<file path="src/rtl/exc_pkg.sv">
package exc_pkg;

    parameter int PC_W = 32;
    localparam int CAUSE_W = 3;
    // carried stages: decode, execute, memory
    localparam int NSTAGE = 3;

    typedef enum logic [CAUSE_W-1:0] {
        CAUSE_IRQ     = 3'd0,
        CAUSE_FETCH   = 3'd1,
        CAUSE_ILLEGAL = 3'd2,
        CAUSE_OVF     = 3'd3,
        CAUSE_DADDR   = 3'd4
    } cause_e;

    typedef struct packed {
        logic            valid;
        logic            exc;
        cause_e          cause;
        logic [PC_W-1:0] pc;
    } slot_t;

    // Cause code raised by the stage feeding carried stage idx
    function automatic cause_e feed_code(int idx);
        case (idx)
            0:       return CAUSE_FETCH;
            1:       return CAUSE_ILLEGAL;
            default: return CAUSE_OVF;
        endcase
    endfunction

    // Record a fault unless an older one exists; bubbles never carry faults
    function automatic slot_t add_fault(slot_t s, logic fault, cause_e code);
        slot_t r;
        r = s;
        if (!s.valid) begin
            r.exc   = 1'b0;
            r.cause = CAUSE_IRQ;
        end else if (!s.exc && fault) begin
            r.exc   = 1'b1;
            r.cause = code;
        end
        return r;
    endfunction

endpackage

</file>
<file path="src/rtl/exc_stage_reg.sv">
module exc_stage_reg
    import exc_pkg::*;
#(
    parameter cause_e CODE = CAUSE_FETCH
) (
    input  logic  clk,
    input  logic  rst,
    input  logic  flush,
    input  slot_t slot_in,
    input  logic  fault_in,
    output slot_t slot_q
);

    slot_t merged;

    always_comb merged = add_fault(slot_in, fault_in, CODE);

    always_ff @(posedge clk) begin
        if (rst || flush) slot_q <= '0;
        else              slot_q <= merged;
    end

    p_flush_bubble_r8: assert property (@(posedge clk) disable iff (rst)
        flush |=> (!slot_q.valid && !slot_q.exc));

    p_bubble_clean_r8: assert property (@(posedge clk) disable iff (rst)
        !slot_q.valid |-> !slot_q.exc);

endmodule

</file>
<file path="src/rtl/exc_commit_unit.sv">
module exc_commit_unit
    import exc_pkg::*;
#(
    parameter logic [PC_W-1:0] HANDLER_PC = 32'h0000_0080
) (
    input  logic            clk,
    input  logic            rst,
    input  slot_t           m_slot,
    input  logic            mem_addr_fault,
    input  logic            mem_is_rfe,
    input  logic            irq,
    input  logic            ie,
    input  logic [PC_W-1:0] epc,
    output logic            trap,
    output logic            rfe,
    output cause_e          cause_sel,
    output logic            commit_valid,
    output logic            redirect_valid,
    output logic [PC_W-1:0] redirect_pc
);

    slot_t m_full;
    logic  irq_take;
    logic  sync_take;

    always_comb begin
        m_full    = add_fault(m_slot, mem_addr_fault, CAUSE_DADDR);
        irq_take  = irq && ie && m_slot.valid;
        sync_take = m_full.valid && m_full.exc;
        trap      = irq_take || sync_take;
        rfe       = m_slot.valid && mem_is_rfe && !trap;
        cause_sel = irq_take ? CAUSE_IRQ : m_full.cause;
        commit_valid   = m_slot.valid && !trap;
        redirect_valid = trap || rfe;
        redirect_pc    = trap ? HANDLER_PC : (rfe ? epc : '0);
    end

    p_irq_first_r5: assert property (@(posedge clk) disable iff (rst)
        (irq && ie && m_slot.valid) |-> (trap && cause_sel == CAUSE_IRQ));

    p_bubble_quiet_r8: assert property (@(posedge clk) disable iff (rst)
        !m_slot.valid |-> (!trap && !rfe && !commit_valid));

endmodule

</file>
<file path="src/rtl/exc_status_regs.sv">
module exc_status_regs
    import exc_pkg::*;
(
    input  logic            clk,
    input  logic            rst,
    input  logic            trap,
    input  logic            rfe,
    input  cause_e          cause_in,
    input  logic [PC_W-1:0] pc_in,
    output cause_e          cause_q,
    output logic [PC_W-1:0] epc_q,
    output logic            ie_q,
    output logic            kmode_q
);

    always_ff @(posedge clk) begin
        if (rst) begin
            cause_q <= CAUSE_IRQ;
            epc_q   <= '0;
            ie_q    <= 1'b0;
            kmode_q <= 1'b1;
        end else if (trap) begin
            cause_q <= cause_in;
            epc_q   <= pc_in;
            ie_q    <= 1'b0;
            kmode_q <= 1'b1;
        end else if (rfe) begin
            ie_q    <= 1'b1;
            kmode_q <= 1'b0;
        end
    end

    p_trap_mode_r6: assert property (@(posedge clk) disable iff (rst)
        trap |=> (kmode_q && !ie_q && epc_q == $past(pc_in)));

    p_rfe_mode_r7: assert property (@(posedge clk) disable iff (rst)
        rfe |=> (!kmode_q && ie_q && $stable(epc_q)));

endmodule

</file>
<file path="src/rtl/exc_commit_ctrl.sv">
module exc_commit_ctrl
    import exc_pkg::*;
#(
    parameter logic [PC_W-1:0] HANDLER_PC = 32'h0000_0080
) (
    input  logic            clk,
    input  logic            rst,
    input  logic            if_valid,
    input  logic [PC_W-1:0] if_pc,
    input  logic            if_addr_fault,
    input  logic            id_illegal,
    input  logic            ex_overflow,
    input  logic            mem_addr_fault,
    input  logic            mem_is_rfe,
    input  logic            irq,
    output logic            kill_f,
    output logic            kill_d,
    output logic            kill_e,
    output logic            wb_suppress,
    output logic            commit_valid,
    output logic            trap_taken,
    output logic            redirect_valid,
    output logic [PC_W-1:0] redirect_pc,
    output logic [2:0]      cause_q,
    output logic [PC_W-1:0] epc_q,
    output logic            int_enable,
    output logic            kernel_mode
);

    slot_t              fetch_slot;
    slot_t              stg_in [NSTAGE];
    slot_t              stg_q  [NSTAGE];
    logic [NSTAGE-1:0]  stg_fault;
    logic               flush;
    logic               trap;
    logic               rfe;
    cause_e             cause_sel;
    cause_e             cause_r;

    always_comb begin
        fetch_slot       = '0;
        fetch_slot.valid = if_valid;
        fetch_slot.pc    = if_pc;
    end

    assign stg_fault = {ex_overflow, id_illegal, if_addr_fault};
    assign flush     = trap || rfe;

    for (genvar i = 0; i < NSTAGE; i++) begin : g_stage
        if (i == 0) begin : g_head
            assign stg_in[i] = fetch_slot;
        end else begin : g_link
            assign stg_in[i] = stg_q[i-1];
        end
        exc_stage_reg #(.CODE(feed_code(i))) u_stage (
            .clk      (clk),
            .rst      (rst),
            .flush    (flush),
            .slot_in  (stg_in[i]),
            .fault_in (stg_fault[i]),
            .slot_q   (stg_q[i])
        );
    end

    exc_commit_unit #(.HANDLER_PC(HANDLER_PC)) u_commit (
        .clk            (clk),
        .rst            (rst),
        .m_slot         (stg_q[NSTAGE-1]),
        .mem_addr_fault (mem_addr_fault),
        .mem_is_rfe     (mem_is_rfe),
        .irq            (irq),
        .ie             (int_enable),
        .epc            (epc_q),
        .trap           (trap),
        .rfe            (rfe),
        .cause_sel      (cause_sel),
        .commit_valid   (commit_valid),
        .redirect_valid (redirect_valid),
        .redirect_pc    (redirect_pc)
    );

    exc_status_regs u_status (
        .clk      (clk),
        .rst      (rst),
        .trap     (trap),
        .rfe      (rfe),
        .cause_in (cause_sel),
        .pc_in    (stg_q[NSTAGE-1].pc),
        .cause_q  (cause_r),
        .epc_q    (epc_q),
        .ie_q     (int_enable),
        .kmode_q  (kernel_mode)
    );

    assign cause_q     = cause_r;
    assign trap_taken  = trap;
    assign kill_f      = flush;
    assign kill_d      = flush;
    assign kill_e      = flush;
    assign wb_suppress = trap;

    p_one_redirect_r7: assert property (@(posedge clk) disable iff (rst)
        $onehot0({trap, rfe}));

    p_trap_kills_r6: assert property (@(posedge clk) disable iff (rst)
        trap_taken |-> (kill_f && kill_d && kill_e && wb_suppress && redirect_pc == HANDLER_PC));

    p_after_kill_r8: assert property (@(posedge clk) disable iff (rst)
        flush |=> !trap_taken);

endmodule

</file>
<file path="config.mk">
export PLATFORM = sky130hd
export DESIGN_NAME = exc_commit_ctrl
export DESIGN_NICKNAME = d
export VERILOG_FILES = /design/src/rtl/exc_pkg.sv /design/src/rtl/exc_stage_reg.sv /design/src/rtl/exc_commit_unit.sv /design/src/rtl/exc_status_regs.sv /design/src/rtl/exc_commit_ctrl.sv
export SDC_FILE = /design/constraint.sdc
export NUM_CORES = 1
export LEC_CHECK = 0
export ABC_CLOCK_PERIOD_IN_PS = 5550
export BUFFER_PORTS_ARGS = -buffer_cell sky130_fd_sc_hd__buf_4
export CAP_MARGIN = 20
export CORE_UTILIZATION = 57
export CTS_CLUSTER_DIAMETER = 60
export DETAILED_ROUTE_END_ITERATION = 12
export GPL_ROUTABILITY_DRIVEN = 1
export MAX_ROUTING_LAYER = met4
export PLACE_DENSITY_LB_ADDON = 0.25
export SYNTH_ARGS = -nofsm -noshare
export SYNTH_HDL_FRONTEND = slang
export SYNTH_HIERARCHICAL = 1
export SYNTH_SLANG_ARGS = --single-unit
</file>
<file path="constraint.sdc">
create_clock -name clk -period 5.55 [get_ports clk]
set_input_delay 0.2775 -clock clk [delete_from_list [all_inputs] [get_ports clk]]
set_output_delay 0.2775 -clock clk [all_outputs]
set_load 0.02 [all_outputs]
</file>
==> impl_metrics.env, run 1 <==
export IMPL_die_h_um=96.9
export IMPL_internal_power_mw=1.77
export IMPL_cts_sinks=148
export IMPL_syn_inst=452
export IMPL_rsz0062_at_grt="no"
export IMPL_synth_area_top_cells="dfxtp_1 58%, and2_1 8.3%, mux2i_1 6.8%, nor3_2 5.7%, and2_2 4.1%"
export IMPL_peakVddDrop_mv=0.276
export IMPL_end_kind="register"
export IMPL_htree_levels=4
export IMPL_startpoint_type="register"
export IMPL_yosysWarnings=6
export IMPL_hold_class="input pin to register"
export IMPL_report_final_slew_viol_count=0
export IMPL_grt_use_total_pct=23.1
export IMPL_synthDistinctLibCells=34
export IMPL_cts_buffer_depth=2
export IMPL_design_area_mm2=0.00677
export IMPL_p_leak_nw=2.79
export IMPL_grt_max_degree=43
export IMPL_dp_slack_ns=2.51
export IMPL_hold_ws_ns=0.0899
export IMPL_yosysTopAreaCellShare_pct=57.7
export IMPL_postCtsResizedCells=0
export IMPL_crit_path_max_incr_delay_ns=0.84
export IMPL_coreArea_mm2=0.00872
export IMPL_switchingPower_uw=493
export IMPL_critPathMaxFanout=36
export IMPL_place_inst=649
export IMPL_pwr_share_comb_pct=5.1
export IMPL_maxCapViolCount=0
export IMPL_worstSetupPathType="register to register"
export IMPL_cp_top_family="simple AND/OR/NAND/NOR gates"
export IMPL_final_cells=716
export IMPL_relSlewSlack_pct=30.9
export IMPL_synth_flop_cell="dfxtp_1"
export IMPL_fin_setup_tns_ns=0
export IMPL_synth_top_area_cell="dfxtp_1"
export IMPL_cts_tree="built"
export IMPL_drive_gt1_share_pct=35.7
export IMPL_clock_latency_ns=0.51
export IMPL_syn_avg_cell_area_um2=11.4
export IMPL_vias=3421
export IMPL_timing_final_ws_setup_ns=2.52
export IMPL_dp_hpwl_mm=5.98
export IMPL_gp_congestion=0.803
export IMPL_r2r_end="g_stage[2].u_stage/slot_q[21]$_SDFF_PP0_"
export IMPL_report_final_hold_viol_count=0
export IMPL_period_needed_ns=3.03
export IMPL_cts_inserted_buffers=17
export IMPL_status="finished clean"
export IMPL_seq_power_share_pct=48.9
export IMPL_drt_wirelength_per_cell_um=13.7
export IMPL_synthesis_area_mm2=0.00513
export IMPL_postPlaceCellArea_mm2=0.00586
export IMPL_synthToLayoutAreaGrowth_pct=31.8
export IMPL_cp_data_required_time_ns=5.99
export IMPL_power_density_mw_per_mm2=334
export IMPL_nFillCells=545
export IMPL_async_reset_ff_share_pct=0
export IMPL_ff2ff_path_depth=5
export IMPL_rows=34
export IMPL_setup_violations=0
export IMPL_min_from="if_valid"
export IMPL_final_nets=636
export IMPL_ys_top_cells_by_count="148 x dfxtp_1, 68 x and2_1, 38 x nor2_1, 35 x mux2i_1, 31 x nand2_1"
export IMPL_max_freq_ghz=0.330
export IMPL_min_to="g_stage[0].u_stage/slot_q[36]$_SDFF_PP0_"
export IMPL_first_pass_iters=4
export IMPL_swShare_pct=21.8
export IMPL_synth_seq_area_share_pct=57.7
export IMPL_final_antenna_net_count=0
export IMPL_path_buf_inv=0
export IMPL_clk_pin_slew_ns=0.06
export IMPL_fin_skew_ns=0.00647
export IMPL_die_area_mm2=0.00939
export IMPL_grt_pass1_vias=3505
export IMPL_rrSetupSlack_ns=2.52
export IMPL_n_antenna_cell=0
export IMPL_io_buffers=116
export IMPL_grt_pass1_wl_mm=16.5
export IMPL_cts_root_buf="clkbuf_8"
export IMPL_critPathSlowestCell="a21bo_2"
export IMPL_fin_crit_sh_pct=54.6
export IMPL_worst_slew_pin_slew_ns=1.04
export IMPL_via_per_inst=4.78
export IMPL_pwr_share_clk_pct=46.0
export IMPL_drt_initial_drc_count=105
export IMPL_antenna_found_initial=0
export IMPL_grt_ovfl_total=0
export IMPL_drc=0
export IMPL_routed_wl_mm=9.84
export IMPL_synth_edff_count=0
export IMPL_post_synth_top_count_cell="dfxtp_1"
export IMPL_worstPathCellList="a21bo_2, nor3_2, or2_1, nor2_2, and2_2"
export IMPL_die_w_um=96.9
export IMPL_r2r_start="u_status/ie_q$_SDFFE_PP0P_"
export IMPL_start_util_pct=58.9
export IMPL_hold_path_cell_count=2
export IMPL_synth_seq_cells=148
export IMPL_pin_count=117
export IMPL_cp_data_arrival_time_ns=3.47
layout by cell type, fill, tap and decap left out, types with 16 or more instances in the layout:
master | Yosys | routed
nor2_1 | 38 | 37
nor3_2 | 29 | 29
buf_4 | 3 | 117
dfxtp_1 | 148 | 148
and2_1 | 68 | 68
and2_2 | 28 | 28
clkbuf_16 | 0 | 16
nand2_1 | 31 | 31
dlygate4sd3_1 | 0 | 35
mux2i_1 | 35 | 35
worst max path at each step:
stage,startpoint,endpoint,slack [ns],depth (start not counted)
2_1_floorplan,u_status/ie_q$_SDFFE_PP0P_,g_stage[2].u_stage/slot_q[0]$_SDFF_PP0_,3.32,6
3_3_place_gp,u_status/ie_q$_SDFFE_PP0P_,g_stage[2].u_stage/slot_q[17]$_SDFF_PP0_,2.65,5
3_5_place_dp,u_status/ie_q$_SDFFE_PP0P_,g_stage[2].u_stage/slot_q[26]$_SDFF_PP0_,2.51,5
4_1_cts,u_status/ie_q$_SDFFE_PP0P_,g_stage[2].u_stage/slot_q[21]$_SDFF_PP0_,2.46,5
5_1_grt,u_status/ie_q$_SDFFE_PP0P_,g_stage[2].u_stage/slot_q[21]$_SDFF_PP0_,2.27,5
6_report,u_status/ie_q$_SDFFE_PP0P_,g_stage[2].u_stage/slot_q[21]$_SDFF_PP0_,2.52,5
layer usage:
layer | vias up | wire, um | global-route usage (%)
li1 | 1719 | - | -
met1 | 1572 | 4000 | 24.4
met2 | 97 | 5100 | 38.9
met3 | 33 | 388 | 5.78
met4 | 0 | 356 | 13.7
met5 | - | 0 | -
stage by stage:
step / total power, mW / util (%)
after floorplan: 1.20 / -
after global placement: 1.22 / 67.2
after detailed placement: 1.22 / 67.2
after CTS: 2.28 / 77.6
after global routing: 2.34 / 77.6
final: 2.26 / 77.6
registers in the layout, indices dropped and copies added, names as in the netlist:
name                    flops
u_status/ie_q               1
u_status/cause_q            3
u_status/kmode_q            1
u_status/epc_q             32
g_stage.u_stage/slot_q    111
power groups by stage:
stage               Sequential [mW]  Clock (mW)  Combinational (mW)
floorplan                      1.12           0              0.0713
global placement               1.13           0              0.0921
detailed placement             1.13           0              0.0953
CTS                            1.10        1.06               0.116
global route                   1.11        1.11               0.126
finish                         1.10        1.04               0.115
kinds of logic (layout without fill, tap and decap cells):
kind of cell           Yosys count  in the layout  synth area share, %
AND/OR/NAND/NOR                217            217                 26.8
flip-flops                     148            148                 57.7
buffers and inverters           37            189                 6.41
AO/OA/AOI/OAI                   14             14                 2.15
other                            1              5               0.0731
multiplexers                    35             35                 6.83
layout make-up:
type / count / area [um^2] / area share (%)
Timing Repair Buffer: 152 / 1230 / 18.2
Clock inverter: 13 / 125 / 1.85
Inverter: 5 / 18.8 / 0.277
Clock buffer: 19 / 432 / 6.38
Tap cell: 108 / 135 / 2.00
Multi-Input combinational cell: 271 / 1860 / 27.5
Sequential cell: 148 / 2960 / 43.8
timing repair:
item	in CTS	in global routing
hold endpoints to repair	35	0
hold buffers	35	0
setup buffers	0	0
Power figures use the tool's default switching activity.
==> run 2: changes to the inputs <==
--- a/config.mk
+++ b/config.mk
@@ -5,10 +5,11 @@
 export SDC_FILE = /design/constraint.sdc
 export NUM_CORES = 1
 export LEC_CHECK = 0
-export ABC_CLOCK_PERIOD_IN_PS = 5550
+export ABC_AREA = 1
+export ABC_CLOCK_PERIOD_IN_PS = 2850
 export BUFFER_PORTS_ARGS = -buffer_cell sky130_fd_sc_hd__buf_4
 export CAP_MARGIN = 20
-export CORE_UTILIZATION = 57
+export CORE_UTILIZATION = 54
 export CTS_CLUSTER_DIAMETER = 60
 export DETAILED_ROUTE_END_ITERATION = 12
 export GPL_ROUTABILITY_DRIVEN = 1
==> constraint.sdc (replaced) <==
create_clock -name clk -period 2.85 [get_ports clk]
set_input_delay 0.1425 -clock clk [delete_from_list [all_inputs] [get_ports clk]]
set_output_delay 0.1425 -clock clk [all_outputs]
set_load 0.02 [all_outputs]
==> impl_metrics.env, run 2 <==
export IMPL_status="finished clean"
export IMPL_pwr_share_comb_pct=6.8
export IMPL_coreArea_mm2=0.00942
export IMPL_yosysTopAreaCellShare_pct=55.4
export IMPL_r2r_end="g_stage[1].u_stage/slot_q[33]$_SDFF_PP0_"
export IMPL_peakVddDrop_mv=0.407
export IMPL_gp_congestion=0.847
export IMPL_power_density_mw_per_mm2=633
export IMPL_fin_util_pct=75.5
export IMPL_top_regs="g_stage.u_stage/slot_q (111), u_status/epc_q (32), u_status/cause_q (3)"
export IMPL_cts_tree="built"
export IMPL_hold_path_cell_count=5
export IMPL_period_needed_ns=2.35
export IMPL_synth_edff_count=0
export IMPL_cts_buffer_depth=2
export IMPL_p_leak_nw=3.20
export IMPL_grt_pass1_wl_mm=16.8
export IMPL_seqCellArea_mm2=0.00296
export IMPL_final_nets=873
export IMPL_final_cells=974
export IMPL_cp_data_required_time_ns=2.71
export IMPL_start_util_pct=56.8
export IMPL_startpoint_type="register"
export IMPL_wl_met1_mm=4.37
export IMPL_rows=35
export IMPL_clock_latency_ns=0.50
export IMPL_cts_root_buf="clkbuf_8"
export IMPL_routed_top_layer="met4"
export IMPL_r2r_start="g_stage[2].u_stage/slot_q[35]$_SDFF_PP0_"
export IMPL_worstSetupPathType="register to primary output"
export IMPL_antenna_found_initial=0
export IMPL_post_synth_top_count_cell="inv_1"
export IMPL_synth_flop_cell="dfxtp_1"
export IMPL_multi_input_area_mm2=0.00146
export IMPL_first_pass_iters=4
export IMPL_postCtsResizedCells=0
export IMPL_synth_seq_area_share_pct=55.4
export IMPL_synthDistinctLibCells=17
export IMPL_drt_initial_drc_count=116
export IMPL_grt_ovfl_total=0
export IMPL_synthesis_area_mm2=0.00535
export IMPL_relSlewSlack_pct=36.4
export IMPL_async_reset_ff_share_pct=0
export IMPL_dr_wl_met2_mm=5.10
export IMPL_fin_skew_ns=0.00803
export IMPL_total_power_mw=4.50
export IMPL_synthToLayoutAreaGrowth_pct=32.8
export IMPL_drive_gt1_share_pct=26.4
export IMPL_clk_pin_slew_ns=0.06
export IMPL_io_buffers=116
export IMPL_max_freq_ghz=0.425
export IMPL_die_area_mm2=0.0103
export IMPL_fin_crit_sh_pct=82.6
export IMPL_nFillCells=706
export IMPL_swShare_pct=22.9
export IMPL_rsz0062_at_grt="no"
export IMPL_ys_top_cells_by_count="178 x inv_1, 152 x nor2_1, 148 x dfxtp_1, 85 x nand2_1, 61 x nor2_2"
export IMPL_die_h_um=102
export IMPL_dp_hpwl_mm=6.06
export IMPL_drc=0
export IMPL_layout_common_cells="178 x inv_1, 152 x nor2_1, 148 x dfxtp_1"
export IMPL_hold_ws_ns=0.105
export IMPL_grt_use_total_pct=21.9
export IMPL_wl_met3_um=437
export IMPL_rrSetupSlack_ns=0.69
export IMPL_pin_count=117
export IMPL_yosysWarnings=6
export IMPL_fin_setup_tns_ns=0
export IMPL_routed_wl_mm=10.1
export IMPL_cts_inserted_buffers=17
export IMPL_syn_inst=677
export IMPL_ff2ff_path_depth=8
export IMPL_worst_slew_pin_slew_ns=0.952
export IMPL_report_final_hold_viol_count=0
export IMPL_synth_seq_cells=148
export IMPL_largest_register="g_stage.u_stage/slot_q"
export IMPL_synth_area_top_cells="dfxtp_1 55%, inv_1 12%, nor2_1 11%, nor2_2 7.1%, nand2_1 6.0%"
export IMPL_maxCapViolCount=0
export IMPL_setup_violations=0
export IMPL_end_kind="primary output"
export IMPL_drt_wirelength_per_cell_um=10.3
export IMPL_vias=4031
export IMPL_place_inst=902
export IMPL_pwr_share_clk_pct=44.9
export IMPL_largest_reg_flops=111
export IMPL_hold_class="input pin to register"
export IMPL_report_final_slew_viol_count=0
export IMPL_via_per_inst=4.14
export IMPL_syn_avg_cell_area_um2=7.90
export IMPL_htree_levels=4
export IMPL_seq_power_share_pct=48.3
export IMPL_grt_max_degree=74
export IMPL_die_w_um=102
export IMPL_cp_data_arrival_time_ns=2.21
export IMPL_min_to="u_status/kmode_q$_SDFFE_PP1P_"
export IMPL_final_antenna_net_count=0
export IMPL_n_antenna_cell=0
export IMPL_critPathMaxFanout=73
export IMPL_min_from="mem_addr_fault"
export IMPL_switchingPower_mw=1.03
export IMPL_internal_power_mw=3.47
export IMPL_cts_sinks=148
export IMPL_grt_pass1_vias=3851
export IMPL_layout_commonest_cell="inv_1"
export IMPL_synth_top_area_cell="dfxtp_1"
[run 2: cell types whose count changed after synthesis, moves of 28 or more]
cell,change
nand2_1,+54
mux2i_1,-35
nor3_2,-29
and2_2,-28
nor2_2,+60
inv_1,+173
and2_1,-68
nor2_1,+114
[run 2: what timing repair did]
action / in CTS / in global routing
hold endpoints to repair: 46 / 0
setup buffers: 0 / 0
hold buffers: 40 / 0
[run 2: cells by family after synthesis]
group                  Yosys count  synth area share, %
and+or+nand+nor                312                 26.1
buffers and inverters          208                 17.7
DFF                            148                 55.4
AOI/OAI and AO/OA                8                0.795
other                            1               0.0701
[run 2: power by group through the flow]
| stage | Combinational [mW] | Clock, mW | Sequential [mW] |
|---|---|---|---|
| 2_1_floorplan | 0.170 | 0 | 2.22 |
| 3_3_place_gp | 0.253 | 0 | 2.22 |
| 3_5_place_dp | 0.258 | 0 | 2.22 |
| 4_1_cts | 0.304 | 2.06 | 2.17 |
| 5_1_grt | 0.343 | 2.16 | 2.18 |
| 6_report | 0.307 | 2.02 | 2.17 |
[run 2: worst max-delay path, cell delays in order (launching register included)]
cell	delay, ns
dfxtp_1	0.46
o21ai_0	0.25
nand2_2	0.13
buf_4	0.56
buf_4	0.26
[run 2: area by class of cell]
type,count,area share [%]
clock buffer,18,6.02
clock inverter,14,1.76
inverter,182,9.61
multi-input combinational,325,20.5
sequential,148,41.7
tap,129,2.27
timing repair buffer,158,18.1
[run 2: metal layers]
metal | vias up | GRT usage (%)
li1 | 2166 | -
met1 | 1748 | 23.5
met2 | 103 | 38.4
met3 | 14 | 5.31
met4 | 0 | 9.59
met5 | - | -
[run 2: metrics by stage]
step	setup slack [ns]	cell area (um^2)
6_report	0.496	7110
5_1_grt	0.324	7110
4_1_cts	0.511	7110
3_5_place_dp	0.805	6150
3_3_place_gp	0.961	6150
2_1_floorplan	1.05	5370
[run 2: worst max-delay path by stage]
stage	start	endpoint	slack (ns)	cells after the start
global placement	g_stage[2].u_stage/slot_q[36]$_SDFF_PP0_	g_stage[2].u_stage/slot_q[25]$_SDFF_PP0_	0.96	7
floorplan	u_status/ie_q$_SDFFE_PP0P_	g_stage[1].u_stage/slot_q[1]$_SDFF_PP0_	1.05	10
CTS	g_stage[2].u_stage/slot_q[36]$_SDFF_PP0_	trap_taken	0.51	4
detailed placement	g_stage[2].u_stage/slot_q[36]$_SDFF_PP0_	g_stage[2].u_stage/slot_q[25]$_SDFF_PP0_	0.81	7
global route	g_stage[2].u_stage/slot_q[36]$_SDFF_PP0_	wb_suppress	0.32	4
finish	g_stage[2].u_stage/slot_q[36]$_SDFF_PP0_	trap_taken	0.50	4
